===== config.mk =====
export PLATFORM = sky130hd
export DESIGN_NAME = sync_phase_ctrl
export DESIGN_NICKNAME = d
export VERILOG_FILES = /design/src/rtl/sync_phase_pkg.sv /design/src/rtl/sync_pin_edge.sv /design/src/rtl/sync_slip_seq.sv /design/src/rtl/sync_pin_mode.sv /design/src/rtl/sync_lock_flag.sv /design/src/rtl/sync_phase_ctrl.sv
export SDC_FILE = /design/constraint.sdc
export NUM_CORES = 1
export LEC_CHECK = 0
export ABC_AREA = 1
export BUFFER_PORTS_ARGS = -buffer_cell sky130_fd_sc_hd__buf_2
export CAP_MARGIN = 20
export CORE_AREA = 2 2 40 42
export CTS_CLUSTER_DIAMETER = 60
export DETAILED_ROUTE_END_ITERATION = 8
export DIE_AREA = 0 0 42 44
export GPL_ROUTABILITY_DRIVEN = 0
export GPL_TIMING_DRIVEN = 0
export PLACE_DENSITY_LB_ADDON = 0.1
export SLEW_MARGIN = 20
export SYNTH_ARGS = -nofsm -noshare
export SYNTH_HDL_FRONTEND = slang
export SYNTH_SLANG_ARGS = --single-unit

===== constraint.sdc =====
create_clock -name clk_sys -period 3.6 [get_ports clk_sys]
set_clock_uncertainty 0.1 [all_clocks]
set_input_delay 0.36 -clock clk_sys [delete_from_list [all_inputs] [get_ports clk_sys]]
set_output_delay 0.36 -clock clk_sys [all_outputs]
set_load 0.005 [all_outputs]

===== src/rtl/sync_phase_pkg.sv =====
package sync_phase_pkg;

    // Role of the shared pin
    typedef enum logic [1:0] {
        PIN_LOCK_OUT = 2'd0,
        PIN_STEP_IN  = 2'd1,
        PIN_REF_IN   = 2'd2
    } pin_mode_e;

    // Slip sequencer states
    typedef enum logic {
        SLIP_RUN  = 1'b0,
        SLIP_HOLD = 1'b1
    } slip_state_e;

endpackage


===== src/rtl/sync_pin_edge.sv =====
module sync_pin_edge #(
    parameter int SYNC_STAGES = 2
) (
    input  logic clk_sys,
    input  logic rst_n,
    input  logic pin_in,
    input  logic enable,
    output logic rise_pulse
);
    localparam int SHR_W = SYNC_STAGES + 1;

    logic [SHR_W-1:0] shr_q;

    // Synchronizer chain plus one history stage for edge detection
    always_ff @(posedge clk_sys or negedge rst_n) begin
        if (!rst_n) begin
            shr_q <= '0;
        end else begin
            shr_q <= {shr_q[SHR_W-2:0], pin_in};
        end
    end

    always_comb begin
        rise_pulse = enable & shr_q[SHR_W-2] & ~shr_q[SHR_W-1];
    end

endmodule


===== src/rtl/sync_slip_seq.sv =====
module sync_slip_seq
    import sync_phase_pkg::*;
#(
    parameter int DIV_W  = 2,
    parameter int DEBT_W = 3
) (
    input  logic             clk_sys,
    input  logic             rst_n,
    input  logic             sw_req,
    input  logic             hw_req,
    output logic [DIV_W-1:0] div_cnt,
    output logic             slip_hold,
    output logic             debt_zero
);
    localparam int SUM_W = DEBT_W + 1;
    localparam logic [SUM_W-1:0] DEBT_MAX = SUM_W'((1 << DEBT_W) - 1);

    slip_state_e       state_q, state_d;
    logic [DEBT_W-1:0] debt_q, debt_d;
    logic [SUM_W-1:0]  debt_sum;
    logic [1:0]        req_cnt;

    // Next-state and owed-slip arithmetic
    always_comb begin
        req_cnt  = {1'b0, sw_req} + {1'b0, hw_req};
        debt_sum = SUM_W'(debt_q) + SUM_W'(req_cnt);
        if (state_q == SLIP_HOLD) begin
            debt_sum = debt_sum - 1'b1;
        end
        debt_d  = (debt_sum > DEBT_MAX) ? DEBT_MAX[DEBT_W-1:0] : debt_sum[DEBT_W-1:0];
        state_d = state_q;
        unique case (state_q)
            SLIP_RUN:  if (req_cnt != 2'd0) state_d = SLIP_HOLD;
            SLIP_HOLD: if (debt_sum == '0)  state_d = SLIP_RUN;
            default:   state_d = SLIP_RUN;
        endcase
    end

    // State register
    always_ff @(posedge clk_sys or negedge rst_n) begin
        if (!rst_n) begin
            state_q <= SLIP_RUN;
            debt_q  <= '0;
        end else begin
            state_q <= state_d;
            debt_q  <= debt_d;
        end
    end

    // Outputs
    always_comb begin
        slip_hold = (state_q == SLIP_HOLD);
        debt_zero = (debt_q == '0);
    end

    // Divider counter, frozen for one cycle per slip
    always_ff @(posedge clk_sys or negedge rst_n) begin
        if (!rst_n) begin
            div_cnt <= '0;
        end else if (!slip_hold) begin
            div_cnt <= div_cnt + 1'b1;
        end
    end

endmodule


===== src/rtl/sync_pin_mode.sv =====
module sync_pin_mode
    import sync_phase_pkg::*;
(
    input  logic clk_sys,
    input  logic rst_n,
    input  logic mode_step,
    input  logic mode_auto,
    input  logic mode_fast,
    input  logic lock_in,
    output logic pad_oe,
    output logic pad_out,
    output logic step_sel
);
    pin_mode_e mode_q, mode_d;

    always_comb begin
        if (mode_step) begin
            mode_d = PIN_STEP_IN;
        end else if (mode_auto | mode_fast) begin
            mode_d = PIN_REF_IN;
        end else begin
            mode_d = PIN_LOCK_OUT;
        end
    end

    // State register
    always_ff @(posedge clk_sys or negedge rst_n) begin
        if (!rst_n) begin
            mode_q <= PIN_LOCK_OUT;
        end else begin
            mode_q <= mode_d;
        end
    end

    // Outputs
    always_comb begin
        pad_oe   = 1'b0;
        pad_out  = 1'b0;
        step_sel = 1'b0;
        unique case (mode_q)
            PIN_LOCK_OUT: begin
                pad_oe  = 1'b1;
                pad_out = lock_in;
            end
            PIN_STEP_IN:  step_sel = 1'b1;
            PIN_REF_IN:   ;
            default:      ;
        endcase
    end

endmodule


===== src/rtl/sync_lock_flag.sv =====
module sync_lock_flag (
    input  logic clk_sys,
    input  logic rst_n,
    input  logic lock_in,
    input  logic arm,
    input  logic clr,
    output logic flag
);
    logic lock_q;
    logic loss;

    always_comb begin
        loss = arm & lock_q & ~lock_in;
    end

    always_ff @(posedge clk_sys or negedge rst_n) begin
        if (!rst_n) begin
            lock_q <= 1'b0;
            flag   <= 1'b0;
        end else begin
            lock_q <= lock_in;
            if (loss) begin
                flag <= 1'b1;
            end else if (clr) begin
                flag <= 1'b0;
            end
        end
    end

endmodule


===== src/rtl/sync_phase_ctrl.sv =====
module sync_phase_ctrl #(
    parameter int DIV_W       = 2,
    parameter int DEBT_W      = 3,
    parameter int SYNC_STAGES = 2
) (
    input  logic clk_sys,
    input  logic rst_n,
    input  logic mode_step,
    input  logic mode_auto,
    input  logic mode_fast,
    input  logic sw_adv_wr,
    input  logic lock_in,
    input  logic flag_clr,
    input  logic pad_in,
    output logic sync_clk,
    output logic oolock_flag,
    output logic pad_oe,
    output logic pad_out
);
    logic             hw_sel;
    logic             hw_edge;
    logic             slip_hold;
    logic             debt_zero;
    logic [DIV_W-1:0] div_cnt;

    sync_pin_mode u_pin_mode (
        .clk_sys   (clk_sys),
        .rst_n     (rst_n),
        .mode_step (mode_step),
        .mode_auto (mode_auto),
        .mode_fast (mode_fast),
        .lock_in   (lock_in),
        .pad_oe    (pad_oe),
        .pad_out   (pad_out),
        .step_sel  (hw_sel)
    );

    sync_pin_edge #(.SYNC_STAGES(SYNC_STAGES)) u_pin_edge (
        .clk_sys    (clk_sys),
        .rst_n      (rst_n),
        .pin_in     (pad_in),
        .enable     (hw_sel),
        .rise_pulse (hw_edge)
    );

    sync_slip_seq #(.DIV_W(DIV_W), .DEBT_W(DEBT_W)) u_slip_seq (
        .clk_sys   (clk_sys),
        .rst_n     (rst_n),
        .sw_req    (sw_adv_wr),
        .hw_req    (hw_edge),
        .div_cnt   (div_cnt),
        .slip_hold (slip_hold),
        .debt_zero (debt_zero)
    );

    sync_lock_flag u_lock_flag (
        .clk_sys (clk_sys),
        .rst_n   (rst_n),
        .lock_in (lock_in),
        .arm     (hw_sel),
        .clr     (flag_clr),
        .flag    (oolock_flag)
    );

    assign sync_clk = div_cnt[DIV_W-1];

endmodule


==> reports/qor.csv, run 1 <==
metric;value;unit
I/O pin cnt;13;
RSZ-0062 raised after global routing;no;
post-synthesis cell count;72;
Max Fanout on Critical Path;4;
synthesized area;683;sq um
max-cap violations;0;
Logic pwr share;49.6;%
latest clock arrival within the worst-skew pair;0.27;ns
Post-CTS Resized;0;
PortBufs;12;
final core occ;56.3;%
Num CTS Buffers;3;
Seq cells post-synth;13;
clk slew on worst S/H paths;0.07;ns
Peak VDD IR;0.000383;V
worst-margin pin slew;0.327;ns
Ys Warns;0;
area delta synth->final;17.0;%
Sw Ratio;39.6;%
vias in the first global route;472;
DR vias/cell;4.50;
Syn Area/Cell;9.49;sq um
fin. max-slew vios;0;
die area;1850;sq um
Hold Crit Depth;1;
Clock power frac;14.7;%
total gr overflow;0;
Startpoint Class;flip-flop;
WP data required;3.66;ns
setup violators final;0;
Clock Path Buffers;2;
switching power;0.000226;W
WS Path Type;flip-flop to flip-flop;
Worst R2R Setup Slack;0.76;ns
Root Driver;clkbuf_4;
Avg WL per Cell;9.07;microns
Cell Pwr Density;713;nW/um^2
Int Power;0.000344;W
fin crit share;79.0;%
layout cells sized above 1;24.7;%
Hold Vio Cnt, Final;0;
Reg2Reg Launch Point;u_pin_mode.mode_q[1];
GRT Total Usage;13.4;%
ANT cells;0;
Synth area leaders;dfrtp_1 48%, nand2_1 9.3%, ha_1 9.2%;
H-tree Lvls;1;
Peak Freq;0.352;GHz
Syn Nets;87;
hold-critical path endpoint;u_pin_edge.shr_q[0];
HP Class;input port to flip-flop;
HP Start;pad_in;
first-pass GRT wire length;1830;microns
CORE AREA;1420;sq um
largest net degree at the start of global routing;14;
Setup crit end kind;flip-flop;
final setup TNS;0;ns
Setup crit start;u_pin_mode.mode_q[1];
Initial Util;48.1;%
Detailed Route WL;952;microns
Site Rows;14;
top cell type's share of synthesized area;47.6;%
initial DRC count;5;
largest area contributor in the netlist;dfrtp_1;
outcome;finished, final reports clean;
CTS Sinks;13;
DRC;0;
synth unique cells;19;
sequential share of the synthesized area;47.6;%
relative max-transition margin;78.0;%
die height;44;microns
die width;42;microns
remaining antenna violation count after routing;0;
Lkg Pwr;0.431;nW
FF-to-FF End;u_slip_seq.slip_hold;
final-stage net count;105;
worst reg2reg path depth;13;
initial antenna violation count;0;
Sequential Power Share;35.8;%
critical path arrival;2.90;ns
1st-pass router iterations;2;
Final min period;2.84;ns
Post-DP HPWL;790;microns
Vias;473;
CTS tree;done;
==> worst max-delay path: stages, from the launching register on <==
cell and delay, ns:
dfrtp_1 0.42, nor4_1 0.37, inv_1 0.08, ha_1 0.29, ha_1 0.15, inv_1 0.06, fa_1 0.63, ha_1 0.18
nand2_1 0.06, nand3b_1 0.15, nand2_1 0.10, nand3_2 0.08, nand2_1 0.06, inv_1 0.04
==> area by class of cell <==
cell class | instances | area (sq um)
multi-input combinational | 42 | 287
fill | 126 | 619
inverter | 16 | 60.1
buffer | 1 | 11.3
sequential | 13 | 325
tap | 16 | 20.0
clock buffer | 4 | 26.3
timing repair buffer | 13 | 70.1
==> Yosys cell counts <==
library cell	n
nor2_4	1
ha_1	5
nand2_4	1
xnor2_1	2
inv_1	16
nor3_4	1
nand3_2	1
nand3b_1	1
nor2_1	3
dfrtp_1	13
nand2_2	2
nand2_1	17
o211ai_1	1
nor3_1	1
fa_1	1
o32ai_1	1
buf_6	1
nor4_1	1
nand3_1	3
==> routing by layer <==
layer / wire (microns) / up-vias / GRT usage, %
met2: 422 / 11 / 20.9
met4: 0 / 0 / 0
met3: 63 / 0 / 7.50
li1: - / 251 / -
met5: 0 / - / 0
met1: 466 / 211 / 17.6
==> flip-flops by register name (all words and copies together), names as in the netlist <==
name                  cells
u_slip_seq.slip_hold      1
u_slip_seq.debt_q         3
u_slip_seq.div_cnt        2
u_pin_mode.mode_q         2
u_lock_flag.lock_q        1
u_pin_edge.shr_q          3
u_lock_flag.flag          1
==> how the worst max path moves through the flow <==
stage	endpoint	cells after the start
detailed placement	u_slip_seq.slip_hold	13
finish	u_slip_seq.slip_hold	13
CTS	u_slip_seq.slip_hold	13
floorplan	u_slip_seq.slip_hold	13
global placement	u_slip_seq.slip_hold	13
global route	u_slip_seq.slip_hold	13
==> cell usage in the layout (no fill, tap or decap), types with 2 or more instances in the layout <==
cell / synthesis / routed
nand2_2: 2 / 2
ha_1: 5 / 5
xnor2_1: 2 / 2
inv_1: 16 / 16
nand2_1: 17 / 17
buf_2: 0 / 12
nor2_1: 3 / 3
nand3_1: 3 / 3
dfrtp_1: 13 / 13
clkbuf_4: 0 / 3
==> per-stage QoR <==
stage,setup slack (ns),cell area (sq um),total power [W],hold slack [ns],cells
global placement,0.767,763,0.000486,0.155,100
floorplan,0.969,683,0.000437,-0.0356,72
detailed placement,0.748,763,0.000490,0.156,100
CTS,0.733,800,0.000579,0.0935,105
global route,0.451,800,0.000638,0.0835,105
finish,0.756,800,0.000570,0.104,105
==> power by group through the flow <==
| stage | clock [W] | combinational, W | sequential (W) |
|---|---|---|---|
| CTS | 0.0000889 | 0.000286 | 0.000205 |
| floorplan | 0 | 0.000232 | 0.000204 |
| global route | 0.0000972 | 0.000333 | 0.000208 |
| global placement | 0 | 0.000280 | 0.000206 |
| finish | 0.0000836 | 0.000283 | 0.000204 |
| detailed placement | 0 | 0.000283 | 0.000207 |
==> logic make-up (layout without fill, tap and decap cells) <==
| kind of cell | count (synthesis) | count (layout) | synth area share, % |
|---|---|---|---|
| AOI/OAI and AO/OA | 2 | 2 | 2.38 |
| adders and majority gates | 6 | 6 | 12.1 |
| xor gates and xnor gates | 2 | 2 | 2.56 |
| and+or+nand+nor | 32 | 32 | 24.9 |
| buffers and inverters | 17 | 34 | 10.4 |
| DFF | 13 | 13 | 47.6 |
==> repair_timing <==
| action | in CTS | in global routing |
|---|---|---|
| hold buffers | 1 | 0 |
| buffers inserted | 0 | 0 |
| endpoints found under the hold margin | 13 | 0 |
No activity file was read; power rests on OpenSTA's default activity.
==> run 2: changes to the inputs <==
--- a/config.mk
+++ b/config.mk
@@ -5,13 +5,13 @@
 export SDC_FILE = /design/constraint.sdc
 export NUM_CORES = 1
 export LEC_CHECK = 0
-export ABC_AREA = 1
+export ABC_AREA = 0
 export BUFFER_PORTS_ARGS = -buffer_cell sky130_fd_sc_hd__buf_2
 export CAP_MARGIN = 20
-export CORE_AREA = 2 2 40 42
+export CORE_AREA = 2 2 39 41
 export CTS_CLUSTER_DIAMETER = 60
 export DETAILED_ROUTE_END_ITERATION = 8
-export DIE_AREA = 0 0 42 44
+export DIE_AREA = 0 0 41 43
 export GPL_ROUTABILITY_DRIVEN = 0
 export GPL_TIMING_DRIVEN = 0
 export PLACE_DENSITY_LB_ADDON = 0.1
==> constraint.sdc (replaced) <==
create_clock -name clk_sys -period 2.7 [get_ports clk_sys]
set_clock_uncertainty 0.1 [all_clocks]
set_input_delay 0.27 -clock clk_sys [delete_from_list [all_inputs] [get_ports clk_sys]]
set_output_delay 0.27 -clock clk_sys [all_outputs]
set_load 0.005 [all_outputs]
==> reports/qor.csv, run 2 <==
metric;value;unit;change
outcome;finished, final reports clean;;unchanged
DRC;0;;unchanged
Seq cells post-synth;13;;unchanged
WS Path Type;flip-flop to flip-flop;;unchanged
Cell Pwr Density;945;nW/um^2;was 713 nW/um^2
Finished Layout Cells;91;;was 105
die area;1760;sq um;was 1850 sq um
initial antenna violation count;0;;unchanged
Max Fanout on Critical Path;3;;was 4
Setup crit end kind;flip-flop;;unchanged
CTS Sinks;13;;unchanged
relative max-transition margin;76.1;%;was 78.0%
Final min period;2.64;ns;was 2.84 ns
I/O pin cnt;13;;unchanged
Simple-Gate Fraction of Synth Area;13.5;%;was 24.9%
die width;41;microns;was 42 microns
layout cells sized above 1;33.3;%;was 24.7%
Cell Count Post-Placement;82;;was 100
sequential share of the synthesized area;50.7;%;was 47.6%
clk slew on worst S/H paths;0.07;ns;about the same
initial DRC count;1;;was 5
CORE AREA;1380;sq um;was 1420 sq um
Startpoint Class;flip-flop;;unchanged
CTS tree;done;;unchanged
H-tree Lvls;1;;unchanged
Syn Nets;69;;was 87
Clock Path Buffers;2;;unchanged
Syn Area/Cell;11.9;sq um;was 9.49 sq um
compound-cell area share of the yosys netlist;8.19;%;was 2.38%
post-synthesis cell count;54;;was 72
worst-margin pin slew;0.356;ns;was 0.327 ns
PortBufs;12;;unchanged
largest registers;u_pin_edge.shr_q: 3 flops, u_slip_seq.debt_q: 3 flops;;unchanged
Lkg Pwr;0.379;nW;was 0.431 nW
die height;43;microns;was 44 microns
WP data required;2.79;ns;was 3.66 ns
multiplexer share of the synthesized area;1.75;%;was 0%
Root Driver;clkbuf_4;;unchanged
number of flops mapped to enable cells by yosys;0;;unchanged
most numerous cell in the Yosys netlist;dfrtp_1;;was nand2_1
first-pass GRT wire length;1630;microns;was 1830 microns
largest family of logic cells by synthesized area;simple AND/OR/NAND/NOR gates;;unchanged
area delta synth->final;24.6;%;was 17.0%
Synth area leaders;dfrtp_1 51%, ha_1 9.7%, xnor2_1 6.8%;;was dfrtp_1 48%, nand2_1 9.3%, ha_1 9.2%
main flop type after synthesis;dfrtp_1;;unchanged
crit path max-delay cell type;fa_1;;unchanged
delay-heaviest family, CP;adder cells;;unchanged
ANT cells;0;;unchanged
Detailed Route WL;981;microns;was 952 microns
Num CTS Buffers;3;;unchanged
GRT Total Usage;14.3;%;was 13.4%
HP Class;input port to flip-flop;;unchanged
Site Rows;14;;unchanged
Synth Area in Adders;12.9;%;was 12.1%
vias in the first global route;400;;was 472
synth unique cells;23;;was 19
Worst Hold Slack;0.0156;ns;was 0.104 ns
setup violators final;0;;unchanged
synth cell count leaders;13 x dfrtp_1, 7 x inv_1, 5 x ha_1, 5 x xnor2_1;;was 17 x nand2_1, 16 x inv_1, 13 x dfrtp_1
synthesized area;642;sq um;was 683 sq um
Initial Util;46.4;%;was 48.1%
Avg WL per Cell;10.8;microns;was 9.07 microns
most frequent cells in the layout;13 x buf_2, 13 x dfrtp_1, 6 x inv_1;;was 17 x nand2_1, 16 x inv_1, 13 x dfrtp_1
DR vias/cell;4.75;;was 4.50
most used cell along the critical path;ha_1;;
fin. max-slew vios;0;;unchanged
max-cap violations;0;;unchanged
critical path arrival;2.73;ns;was 2.90 ns
Peak VDD IR;0.000439;V;was 0.000383 V
met1 GRT Util;19.4;%;was 17.6%
Hold Vio Cnt, Final;0;;unchanged
Async SR Flop Fraction;100;%;unchanged
Ys Warns;0;;unchanged
worst-path cell chain;nor4bb_2 > inv_1 > ha_1 > ha_2 > inv_2 > fa_1 > ha_1 > and3_1 > a41oi_2;;was nor4_1 > inv_1 > ha_1 > ha_1 > inv_1 > fa_1 > ha_1 > nand2_1 > nand3b_1 > nand2_1 > nand3_2 > nand2_1 > inv_1
Post-Synth XOR/XNOR Area;8.19;%;was 2.56%
Peak Freq;0.379;GHz;was 0.352 GHz
largest area contributor in the netlist;dfrtp_1;;unchanged
slowest stage delay, CP;0.49;ns;was 0.63 ns
largest net degree at the start of global routing;14;;unchanged
1st-pass router iterations;2;;unchanged
met2 usage;19.7;%;was 20.9%
latest clock arrival within the worst-skew pair;0.27;ns;about the same
met3 GRT Util;9.42;%;was 7.50%
top cell type's share of synthesized area;50.7;%;was 47.6%
remaining antenna violation count after routing;0;;unchanged
total gr overflow;0;;unchanged
Critical path buffers and inverters;2;;was 3
Vias;432;;was 473
busiest grt layer;met2;;unchanged
RSZ-0062 raised after global routing;yes;;was no
final-stage net count;91;;was 105
fin crit share;97.7;%;was 79.0%
Post-DP HPWL;714;microns;was 790 microns
## run 2: cell count changes after synthesis, moves of 2 or more
cell     delta
xnor2_1     +3
nand2_1    -14
nand2_2     -2
inv_1       -9
## run 2: layout make-up
type                    instances  area [sq um]
fillers                       125           584
repair buffers                 17           103
plain buffers                   1          5.00
well taps                      16          20.0
flip-flops and latches         13           325
multi-input cells              33           294
inverters                       7          26.3
clock buffers                   4          26.3
## run 2: kinds of logic after synthesis
group | after synthesis
and+or+nand+nor | 15
DFF | 13
buffers and inverters | 8
xor gates and xnor gates | 6
adders and majority gates | 6
AOI/OAI and AO/OA | 5
muxes | 1
## run 2: layer usage
metal,up-vias,part of all wire [%]
li1,219,-
met1,202,44
met2,11,49
met3,0,6.8
met4,0,0
met5,-,0
## run 2: path summary, 6_finish.rpt
kind / from / cells past startpoint / endpoint / slack, ns
worst min register to register: u_pin_edge.shr_q[0] / 0 / u_pin_edge.shr_q[1] / 0.25
worst max-delay path: u_pin_mode.mode_q[1] / 9 / u_slip_seq.slip_hold / 0.06
worst max register to register: u_pin_mode.mode_q[1] / 9 / u_slip_seq.slip_hold / 0.06
worst min-delay path: mode_step / 1 / u_pin_mode.mode_q[0] / 0.02
max in group asynchronous: rst_n / 2 / u_slip_seq.div_cnt[0] / 1.98
min in group asynchronous: rst_n / 2 / u_slip_seq.debt_q[0] / 0.30
## run 2: worst reg2reg max path: stages (launching register included)
cell	delay [ns]
dfrtp_1	0.40
nor4bb_2	0.31
inv_1	0.08
ha_1	0.28
ha_2	0.18
inv_2	0.04
fa_1	0.49
ha_1	0.33
and3_1	0.19
a41oi_2	0.18
## run 2: where the power goes
part           internal [W]  switching (W)  total [W]
sequential         0.000248      0.0000295   0.000277
clock             0.0000572      0.0000563   0.000114
combinational      0.000194       0.000171   0.000365
## run 2: stage by stage
stage	setup slack (ns)	area (sq um)	power [W]	TNS (ns)	utilization (%)
finish	0.0623	800	0.000756	0	57.8
global route	-0.0610	800	0.000827	-0.0812	57.8
CTS	0.0113	782	0.000756	0	56.5
detailed placement	-0.0665	722	0.000633	-0.0901	52.2
global placement	-0.0703	722	0.000627	-0.103	52.2
floorplan	0.113	642	0.000562	0	-
## run 2: what timing repair did
item / CTS / global route
endpoints found under the hold margin: 14 / 0
gates resized for setup: 1 / 2
pin swaps: 2 / 1
hold buffers: 2 / 0
setup endpoints to repair: 3 / 3
setup buffers: 1 / 2
